--- src/rtl/irq_trk_pkg.sv ---
package irq_trk_pkg;
  localparam int unsigned DATA_W       = 16;
  localparam int unsigned TYPE_W       = 5;
  localparam int unsigned LVL_W        = 3;
  localparam int unsigned POLL_VLD_BIT = 15;
  localparam int unsigned EOI_NSPEC    = 15;
  localparam logic        ADDR_POLL    = 1'b0;
  localparam logic        ADDR_EOI     = 1'b1;

  typedef enum logic {
    EOI_FMT_MASTER = 1'b0,
    EOI_FMT_SLAVE  = 1'b1
  } eoi_fmt_e;
endpackage

--- src/rtl/prio_pick.sv ---
// Fixed-priority pick, bit 0 highest.
module prio_pick #(
  parameter int unsigned N     = 8,
  localparam int unsigned IDX_W = (N > 1) ? $clog2(N) : 1
) (
  input  logic [N-1:0]     vec_i,
  output logic [N-1:0]     onehot_o,
  output logic [N-1:0]     higher_o,  // levels strictly above the winner; all ones when vec_i == 0
  output logic [IDX_W-1:0] idx_o,
  output logic             any_o
);
  assign onehot_o = vec_i & (~vec_i + N'(1));
  assign higher_o = onehot_o - N'(1);
  assign any_o    = |vec_i;

  always_comb begin
    idx_o = '0;
    for (int i = N - 1; i >= 0; i--) begin
      if (vec_i[i]) idx_o = IDX_W'(i);
    end
  end
endmodule

--- src/rtl/eoi_decode.sv ---
// Turns an end-of-interrupt write into a clear mask.
module eoi_decode
  import irq_trk_pkg::*;
#(
  parameter int unsigned N         = 8,
  parameter int unsigned TYPE_BASE = 8
) (
  input  logic              wr_stb_i,
  input  eoi_fmt_e          fmt_i,
  input  logic              nspec_i,
  input  logic [TYPE_W-1:0] code_i,
  input  logic [N-1:0]      ins_top_i,
  output logic [N-1:0]      clr_o
);
  logic [N-1:0] spec_hit;
  logic [N-1:0] lvl_hit;

  for (genvar i = 0; i < N; i++) begin : g_hit
    localparam logic [TYPE_W-1:0] SRC_TYPE = TYPE_W'(TYPE_BASE + i);
    assign spec_hit[i] = (code_i == SRC_TYPE);
    assign lvl_hit[i]  = (code_i[LVL_W-1:0] == LVL_W'(i));
  end

  always_comb begin
    clr_o = '0;
    if (wr_stb_i) begin
      unique case (fmt_i)
        EOI_FMT_SLAVE:  clr_o = lvl_hit;
        EOI_FMT_MASTER: clr_o = nspec_i ? ins_top_i : spec_hit;
        default:        clr_o = '0;
      endcase
    end
  end
endmodule

--- src/rtl/irq_svc_tracker.sv ---
module irq_svc_tracker
  import irq_trk_pkg::*;
#(
  parameter int unsigned N_SRC     = 8,
  parameter int unsigned TYPE_BASE = 8,
  localparam int unsigned IDX_W    = (N_SRC > 1) ? $clog2(N_SRC) : 1
) (
  input  logic              clk_i,
  input  logic              rst_ni,
  input  logic              slave_mode_i,
  input  logic [N_SRC-1:0]  req_i,
  input  logic              ack_i,
  input  logic              sel_i,
  input  logic              wr_i,
  input  logic              addr_i,
  input  logic [DATA_W-1:0] wdata_i,
  output logic [DATA_W-1:0] rdata_o,
  output logic [N_SRC-1:0]  inserv_o
);
  logic [N_SRC-1:0] req_q, pend_q, ins_q;
  logic [N_SRC-1:0] req_edge, clr, ins_mid, grant;
  logic [N_SRC-1:0] ins_top, ins_higher, mid_higher;
  logic [N_SRC-1:0] elig_now, elig_mid, win_oh;
  logic [N_SRC-1:0] mid_oh_unused, poll_oh_unused, poll_hi_unused, win_hi_unused;
  logic [IDX_W-1:0] poll_idx, ins_idx_unused, mid_idx_unused, win_idx_unused;
  logic             poll_any, ins_any_unused, mid_any_unused, win_any_unused;
  logic             eoi_stb, poll_rd, eoi_rd;
  logic [DATA_W-1:0] poll_word;
  logic             unused_wdata;

  assign unused_wdata = ^wdata_i[DATA_W-2:TYPE_W];

  assign req_edge = req_i & ~req_q;
  assign eoi_stb  = sel_i & wr_i & (addr_i == ADDR_EOI);
  assign poll_rd  = sel_i & ~wr_i & (addr_i == ADDR_POLL);
  assign eoi_rd   = sel_i & ~wr_i & (addr_i == ADDR_EOI);

  prio_pick #(.N(N_SRC)) u_ins_now (
    .vec_i(ins_q), .onehot_o(ins_top), .higher_o(ins_higher),
    .idx_o(ins_idx_unused), .any_o(ins_any_unused)
  );

  eoi_decode #(.N(N_SRC), .TYPE_BASE(TYPE_BASE)) u_eoi (
    .wr_stb_i (eoi_stb),
    .fmt_i    (slave_mode_i ? EOI_FMT_SLAVE : EOI_FMT_MASTER),
    .nspec_i  (wdata_i[EOI_NSPEC]),
    .code_i   (wdata_i[TYPE_W-1:0]),
    .ins_top_i(ins_top),
    .clr_o    (clr)
  );

  // clear first, then the acknowledge sees the reduced in-service set
  assign ins_mid = ins_q & ~clr;

  prio_pick #(.N(N_SRC)) u_ins_mid (
    .vec_i(ins_mid), .onehot_o(mid_oh_unused), .higher_o(mid_higher),
    .idx_o(mid_idx_unused), .any_o(mid_any_unused)
  );

  assign elig_now = pend_q & ins_higher;
  assign elig_mid = pend_q & mid_higher;

  prio_pick #(.N(N_SRC)) u_poll (
    .vec_i(elig_now), .onehot_o(poll_oh_unused), .higher_o(poll_hi_unused),
    .idx_o(poll_idx), .any_o(poll_any)
  );

  prio_pick #(.N(N_SRC)) u_win (
    .vec_i(elig_mid), .onehot_o(win_oh), .higher_o(win_hi_unused),
    .idx_o(win_idx_unused), .any_o(win_any_unused)
  );

  assign grant = ack_i ? win_oh : '0;

  for (genvar i = 0; i < N_SRC; i++) begin : g_src
    always_ff @(posedge clk_i or negedge rst_ni) begin
      if (!rst_ni) begin
        req_q[i]  <= 1'b0;
        pend_q[i] <= 1'b0;
        ins_q[i]  <= 1'b0;
      end else begin
        req_q[i]  <= req_i[i];
        pend_q[i] <= (pend_q[i] & ~grant[i]) | req_edge[i];
        ins_q[i]  <= ins_mid[i] | grant[i];
      end
    end
  end

  always_comb begin
    poll_word = '0;
    if (poll_any) begin
      poll_word[POLL_VLD_BIT]   = 1'b1;
      poll_word[TYPE_W-1:0]     = TYPE_W'(TYPE_BASE) + TYPE_W'(poll_idx);
    end
  end

  assign rdata_o  = poll_rd ? poll_word : '0;
  assign inserv_o = ins_q;

  AST_RSVD_ZERO: assert property (@(posedge clk_i) disable iff (!rst_ni)
    rdata_o[DATA_W-2:TYPE_W] == '0);
  AST_POLL_EMPTY_ZERO: assert property (@(posedge clk_i) disable iff (!rst_ni)
    (poll_rd && !rdata_o[POLL_VLD_BIT]) |-> rdata_o == '0);
  AST_EOI_READ_ZERO: assert property (@(posedge clk_i) disable iff (!rst_ni)
    eoi_rd |-> rdata_o == '0);
  AST_ONE_CLEAR: assert property (@(posedge clk_i) disable iff (!rst_ni)
    $onehot0(clr));
  AST_NO_ACK_NO_SET: assert property (@(posedge clk_i) disable iff (!rst_ni)
    !ack_i |=> (ins_q & ~$past(ins_q)) == '0);
  AST_SET_WAS_PEND: assert property (@(posedge clk_i) disable iff (!rst_ni)
    (ins_q & ~$past(ins_q) & ~$past(pend_q)) == '0);
  AST_SINGLE_SET: assert property (@(posedge clk_i) disable iff (!rst_ni)
    $countones(ins_q & ~$past(ins_q)) <= 1);
  AST_NO_EOI_NO_CLR: assert property (@(posedge clk_i) disable iff (!rst_ni)
    !eoi_stb |=> ($past(ins_q) & ~ins_q) == '0);
endmodule

--- config.mk ---
export PLATFORM = sky130hd
export DESIGN_NAME = irq_svc_tracker
export DESIGN_NICKNAME = d
export VERILOG_FILES = /design/src/rtl/irq_trk_pkg.sv /design/src/rtl/prio_pick.sv /design/src/rtl/eoi_decode.sv /design/src/rtl/irq_svc_tracker.sv
export SDC_FILE = /design/constraint.sdc
export NUM_CORES = 1
export LEC_CHECK = 0
export ABC_AREA = 1
export ABC_CLOCK_PERIOD_IN_PS = 4410
export BUFFER_PORTS_ARGS = -buffer_cell sky130_fd_sc_hd__buf_2
export CAP_MARGIN = 10
export CORE_ASPECT_RATIO = 0.6
export CORE_MARGIN = 2
export CORE_UTILIZATION = 52
export DETAILED_ROUTE_END_ITERATION = 10
export PLACE_DENSITY = 0.83
export SYNTH_ARGS = -nofsm -noshare
export SYNTH_HDL_FRONTEND = slang
export SYNTH_SLANG_ARGS = --single-unit
export TNS_END_PERCENT = 10
--- constraint.sdc ---
create_clock -name clk_i -period 4.41 [get_ports clk_i]
set_input_delay 0.882 -clock clk_i [delete_from_list [all_inputs] [get_ports clk_i]]
set_output_delay 0.882 -clock clk_i [all_outputs]
set_load 0.03 [all_outputs]
# [Word level (Yosys, flattened, before mapping)]
# Cells that the tools add are included.
[totals] ff_bits=24 elab_cells=114
[op_classes] add_sub_neg=6 n_eq_ne=15 mux=16 bitwise_logic=51 reduce_logical=2
[ops] cell="8-bit bitwise AND" count=7
[ops] cell="5-bit by 4-bit == test with 1-bit output (second input constant)" count=8
[ops] cell="8-bit NOT" count=5
[ops] cell="8-bit by 1-bit adder with 8-bit output (second input constant)" count=3
[ops] cell="3-bit two-way mux" count=8
[ops] cell="8-bit two-way mux" count=3
[ops] cell="16-bit two-way mux" count=1
[ops] cell="1-bit OR" count=16
[ops] cell="8-bit one-hot mux with 2 select lines" count=1
[ops] cell="8-bit by 1-bit subtractor with 8-bit output (second input constant)" count=2
[ops] cell="1-bit bitwise AND" count=12
[ops] cell="3-bit == test (second input constant)" count=4
[ops] cell="1-bit NOT" count=11
[ops] cell="8-bit OR reduction" count=1
[ops] cell="3-bit by 2-bit == test with 1-bit output (second input constant)" count=2
[ops] cell="4-bit by 3-bit adder with 5-bit output (first input constant)" count=1
[ops] cell="5-bit two-way mux" count=1
[ops] cell="3-bit by 1-bit == test with 1-bit output (second input constant)" count=1
[ops] cell="3-bit logical NOT" count=1
[ops] cell="1-bit two-way mux" count=2

# [Logic depth before layout (Yosys ltp)]
[logic_depth] ltp_word=20 depth_mapped=15

# [By module]
# Synthesis repeated with hierarchy kept, for this count alone.
[hier_totals] hier_cells=391 area_unflattened_um2=2287.2
[by_module_without_submodules] module="irq_svc_tracker" n_inst=1 cells_per_inst=137 area_per_inst_um2=1129.8 seq_area_each_um2=600.6
[by_module_without_submodules] module="prio_pick" n_inst=4 cells_per_inst=44 area_per_inst_um2=210.2 seq_area_each_um2=0.0
[by_module_without_submodules] module="eoi_decode" n_inst=1 cells_per_inst=78 area_per_inst_um2=316.6 seq_area_each_um2=0.0

# [Worst setup path after synthesis]
# No wires, ideal clock.
[synth_timing] kind="input port to output port" startpoint="input port wr_i" endpoint="output port rdata_o[0]" arrival_ps=2135 required_time_ps=3528 slack_ps=1393 stages=5 n_path_buf=0 cell_sequence="nor3b_1 > nand2_1 > nand2_1 > o21ai_0 > a21oi_1"
[synth_between] elab_chain_len=4
[synth_lines] element="from (decl)" line_no="irq_svc_tracker.sv:14" source="input logic wr_i,"
[synth_lines] element="1-bit NOT"
[synth_lines] element="1-bit bitwise AND"
[synth_lines] element="1-bit bitwise AND" line_no="irq_svc_tracker.sv:35" source="assign poll_rd = sel_i & ~wr_i & (addr_i == ADDR_POLL);"
[synth_lines] element="16-bit two-way mux" line_no="irq_svc_tracker.sv:97" source="assign rdata_o = poll_rd ? poll_word : '0;"
[synth_lines] element="to (decl)" line_no="irq_svc_tracker.sv:17" source="output logic [DATA_W-1:0] rdata_o,"
# No other way between the ends.

# [Worst setup path in the final report]
[layout_timing] startpoint="register ins_q[0] (netlist: inserv_o[0])" endpoint="output port rdata_o[0]"
[layout_between] elab_chain_len=16 word_cells_on_any_way=17
[layout_lines] element="from (decl)" line_no="irq_svc_tracker.sv:20" source="logic [N_SRC-1:0] req_q, pend_q, ins_q;"
[layout_lines] element="from (signal, indexed assignment)" line_no="irq_svc_tracker.sv:84" source="ins_q[i] <= ins_mid[i] | grant[i];"
[layout_lines] element="8-bit NOT" line_no="prio_pick.sv:12" source="assign onehot_o = vec_i & (~vec_i + N'(1));"
[layout_lines] element="8-bit by 1-bit adder with 8-bit output" line_no="prio_pick.sv:12"
[layout_lines] element="8-bit bitwise AND *" line_no="prio_pick.sv:12"
[layout_lines] element="8-bit by 1-bit subtractor with 8-bit output *" line_no="prio_pick.sv:13" source="assign higher_o = onehot_o - N'(1);"
[layout_lines] element="8-bit bitwise AND *" line_no="irq_svc_tracker.sv:60" source="assign elig_now = pend_q & ins_higher;"
[layout_lines] element="3-bit two-way mux (8 in series)" line_no="prio_pick.sv:19" source="if (vec_i[i]) idx_o = IDX_W'(i);"
[layout_lines] element="4-bit by 3-bit adder with 5-bit output" line_no="irq_svc_tracker.sv:93" source="poll_word[TYPE_W-1:0] = TYPE_W'(TYPE_BASE) + TYPE_W'(poll_idx);"
[layout_lines] element="5-bit two-way mux *" line_no="irq_svc_tracker.sv:91" source="if (poll_any) begin"
[layout_lines] element="16-bit two-way mux *" line_no="irq_svc_tracker.sv:97"
# Every way passes the cells marked *; elsewhere a longest branch is shown, timed or not.

==> flow_summary.json <==
{
  "hold_violations": 0,
  "synth_top_area_frac": 0.411,
  "syn-cell-area_um2": 1460,
  "die_area_um2": 3260,
  "clock_path_buffers": 2,
  "grt_pass1_wl_um": 4820,
  "synth-seq-area-share": 0.411,
  "crit_chain": "nor2_4 -> nand2_2 -> nor2_4 -> inv_1 -> nor2_1 -> inv_1 -> nand3_1 -> nand2_1 -> nand2_1 -> o21ai_0 -> a21oi_1 -> buf_2",
  "overflow": 0,
  "max_clock_freq_mhz": 345,
  "critPathMaxFanout": 6,
  "insertedDiodeCount": 0,
  "avgSynthCellArea_um2": 7.09,
  "multi_input_area_um2": 684,
  "antenna_found_initial": 0,
  "startpoint_type": "flop",
  "p_leak_nw": 0.962,
  "syn_inst": 206,
  "critPathBufInv": 3,
  "clk_pin_slew_ns": 0.08,
  "layout_commonest_cell": "nand2_1",
  "relSlewSlack": 0.659,
  "nFillCells": 240,
  "die_w_um": 72.4,
  "fin_crit_ns": 2.90,
  "fin_crit_sh": 0.658,
  "drt-pass1-iter-count": 4,
  "hold_slack_ns": 0.414,
  "die_height_um": 45.1,
  "pin_count": 55,
  "grt_pass1_vias": 1118,
  "vias": 1335,
  "irDropWorstVdd_uv": 259,
  "timing.final.ws_setup_ns": 1.51,
  "synth-compound-area-share": 0.0685,
  "synth_top_family_by_area": "simple AND/OR/NAND/NOR gates",
  "ys_seq_elements": 24,
  "cts_buffers": 3,
  "wl_um": 2850,
  "drv_cap": 0,
  "coreArea_um2": 2590,
  "synth_adder_area_share": 0,
  "drtAntennaViolNets": 0,
  "wl_per_cell_um": 10.5,
  "yosys.area.top_type": "dfrtp_1",
  "power_density_nw_per_um2": 422,
  "port_buffers": 33,
  "seqCellArea_um2": 601,
  "area.growth.synth_to_final_pct": 14.6,
  "worst_path_max_delay_cell": "dfrtp_1",
  "cts-hold-fix-buffers": 0,
  "drc": 0,
  "clock_skew_ns": 0.00108,
  "dpl.hpwl_um": 2260,
  "mostFrequentLayoutCells": "nand2_1, buf_2, inv_1",
  "avgViaCountPerCell": 4.91,
  "critPathKind": "reg -> out",
  "cp_data_arrival_time_ns": 2.02,
  "grt_usage": 0.190,
  "ctsResizeCount": 0,
  "cts_htree_levels": 1,
  "muxShareOfSynthArea": 0,
  "yosysWarnings": 0,
  "crit_path_end_kind": "primary output",
  "worstSkewPairLatency_ns": 0.26,
  "initial_core_util": 0.564,
  "synthTopCellsByArea": "dfrtp_1, nand2_1, inv_1",
  "setup_viol": 0,
  "tritoncts": "done",
  "synth_xor_xnor_area_share": 0,
  "hold_class": "reg -> reg",
  "yosys.area_share.simple": 0.372,
  "worstPathRequired_ns": 3.53,
  "crit_family": "simple AND/OR/NAND/NOR gates",
  "rows": 14,
  "drv_slew": 0,
  "grt_setup_unrepaired": "false",
  "ctsRootBufferMaster": "clkbuf_8",
  "cts_setup_buffers": 0,
  "fin_setup_tns_ns": 0,
  "status": "finished clean",
  "nets": 272,
  "grt_max_degree": 25,
  "tightest_slew_ns": 0.511,
  "gp_congestion": 0.900,
  "max_stage_delay_ns": 0.44,
  "ys_types": 26,
  "drt-initial-drc-count": 104,
  "post-place-ws_ns": 1.56,
  "cts.sinks": 24,
  "drive_gt1_frac": 0.213
}
==> sequential cells by signal, indices dropped and copies added (netlist names) <==
register and flops:
inserv_o 8, pend_q 8, req_q 8
==> through the flow <==
stage / cell area, um2 / instances / util / power, mW
floorplan: 1500 / 216 / - / 0.459
global placement: 1600 / 268 / 0.618 / 0.515
detailed placement: 1600 / 268 / 0.618 / 0.519
CTS: 1670 / 272 / 0.646 / 0.709
global route: 1670 / 272 / 0.646 / 0.747
finish: 1670 / 272 / 0.646 / 0.707
==> layer usage <==
layer / track usage / vias up / routed length [um]
li1: - / 697 / -
met4: 0.0185 / 0 / 9
met5: 0 / - / 0
met1: 0.282 / 583 / 1430
met3: 0.0446 / 2 / 225
met2: 0.301 / 53 / 1190
==> cell families after synthesis <==
| kind of cell | Yosys count |
|---|---|
| AOI/OAI and AO/OA | 18 |
| DFF | 24 |
| other | 1 |
| and+or+nand+nor | 120 |
| buffers and inverters | 43 |
==> worst paths after layout <==
check                            start          to  slack [ns]  cells after the start
hold / removal                req_q[5]   pend_q[5]        0.41                      1
max in group asynchronous       rst_ni   pend_q[1]        3.49                      1
min in group asynchronous       rst_ni    req_q[0]        0.58                      1
hold reg to reg               req_q[5]   pend_q[5]        0.41                      1
setup reg to reg           inserv_o[0]   pend_q[6]        2.57                     12
setup / recovery           inserv_o[0]  rdata_o[0]        1.51                     12
==> cell type report <==
type | instances | share of cell area
Clock buffer | 3 | 0.0247
Tap cell | 32 | 0.0239
Multi-Input combinational cell | 149 | 0.409
Inverter | 30 | 0.0673
Sequential cell | 24 | 0.359
Clock inverter | 1 | 0.0179
Timing Repair Buffer | 33 | 0.0987
==> worst register-to-register path: stages, from the launching register on <==
cell     delay, ns
dfrtp_1       0.44
nor2_4        0.20
nand2_2       0.09
nor2_1        0.15
nand2_1       0.06
o21ai_1       0.07
nand2_1       0.07
nand2_1       0.14
nand2_1       0.11
nor3_1        0.14
nand3_1       0.12
nand2_1       0.08
nand2_1       0.05
==> power by group <==
group / switching, mW / total, mW / leakage (nW) / internal [mW]
Clock: 0.0684 / 0.190 / 0.0357 / 0.121
Sequential: 0.0329 / 0.287 / 0.262 / 0.254
Combinational: 0.169 / 0.230 / 0.665 / 0.0612
==> synth_stat cells (all sizes together) <==
master,count
nand3b,1
nand3,19
nand2,73
o22ai,1
clkinv,1
and3,1
dfrtp,24
nor3b,1
o211ai,1
nand4,4
inv,29
o41ai,1
nor3,3
nor2,18
o21ai,12
buf,13
a21oi,2
conb,1
a22oi,1
(Power assumes the default switching activity.)
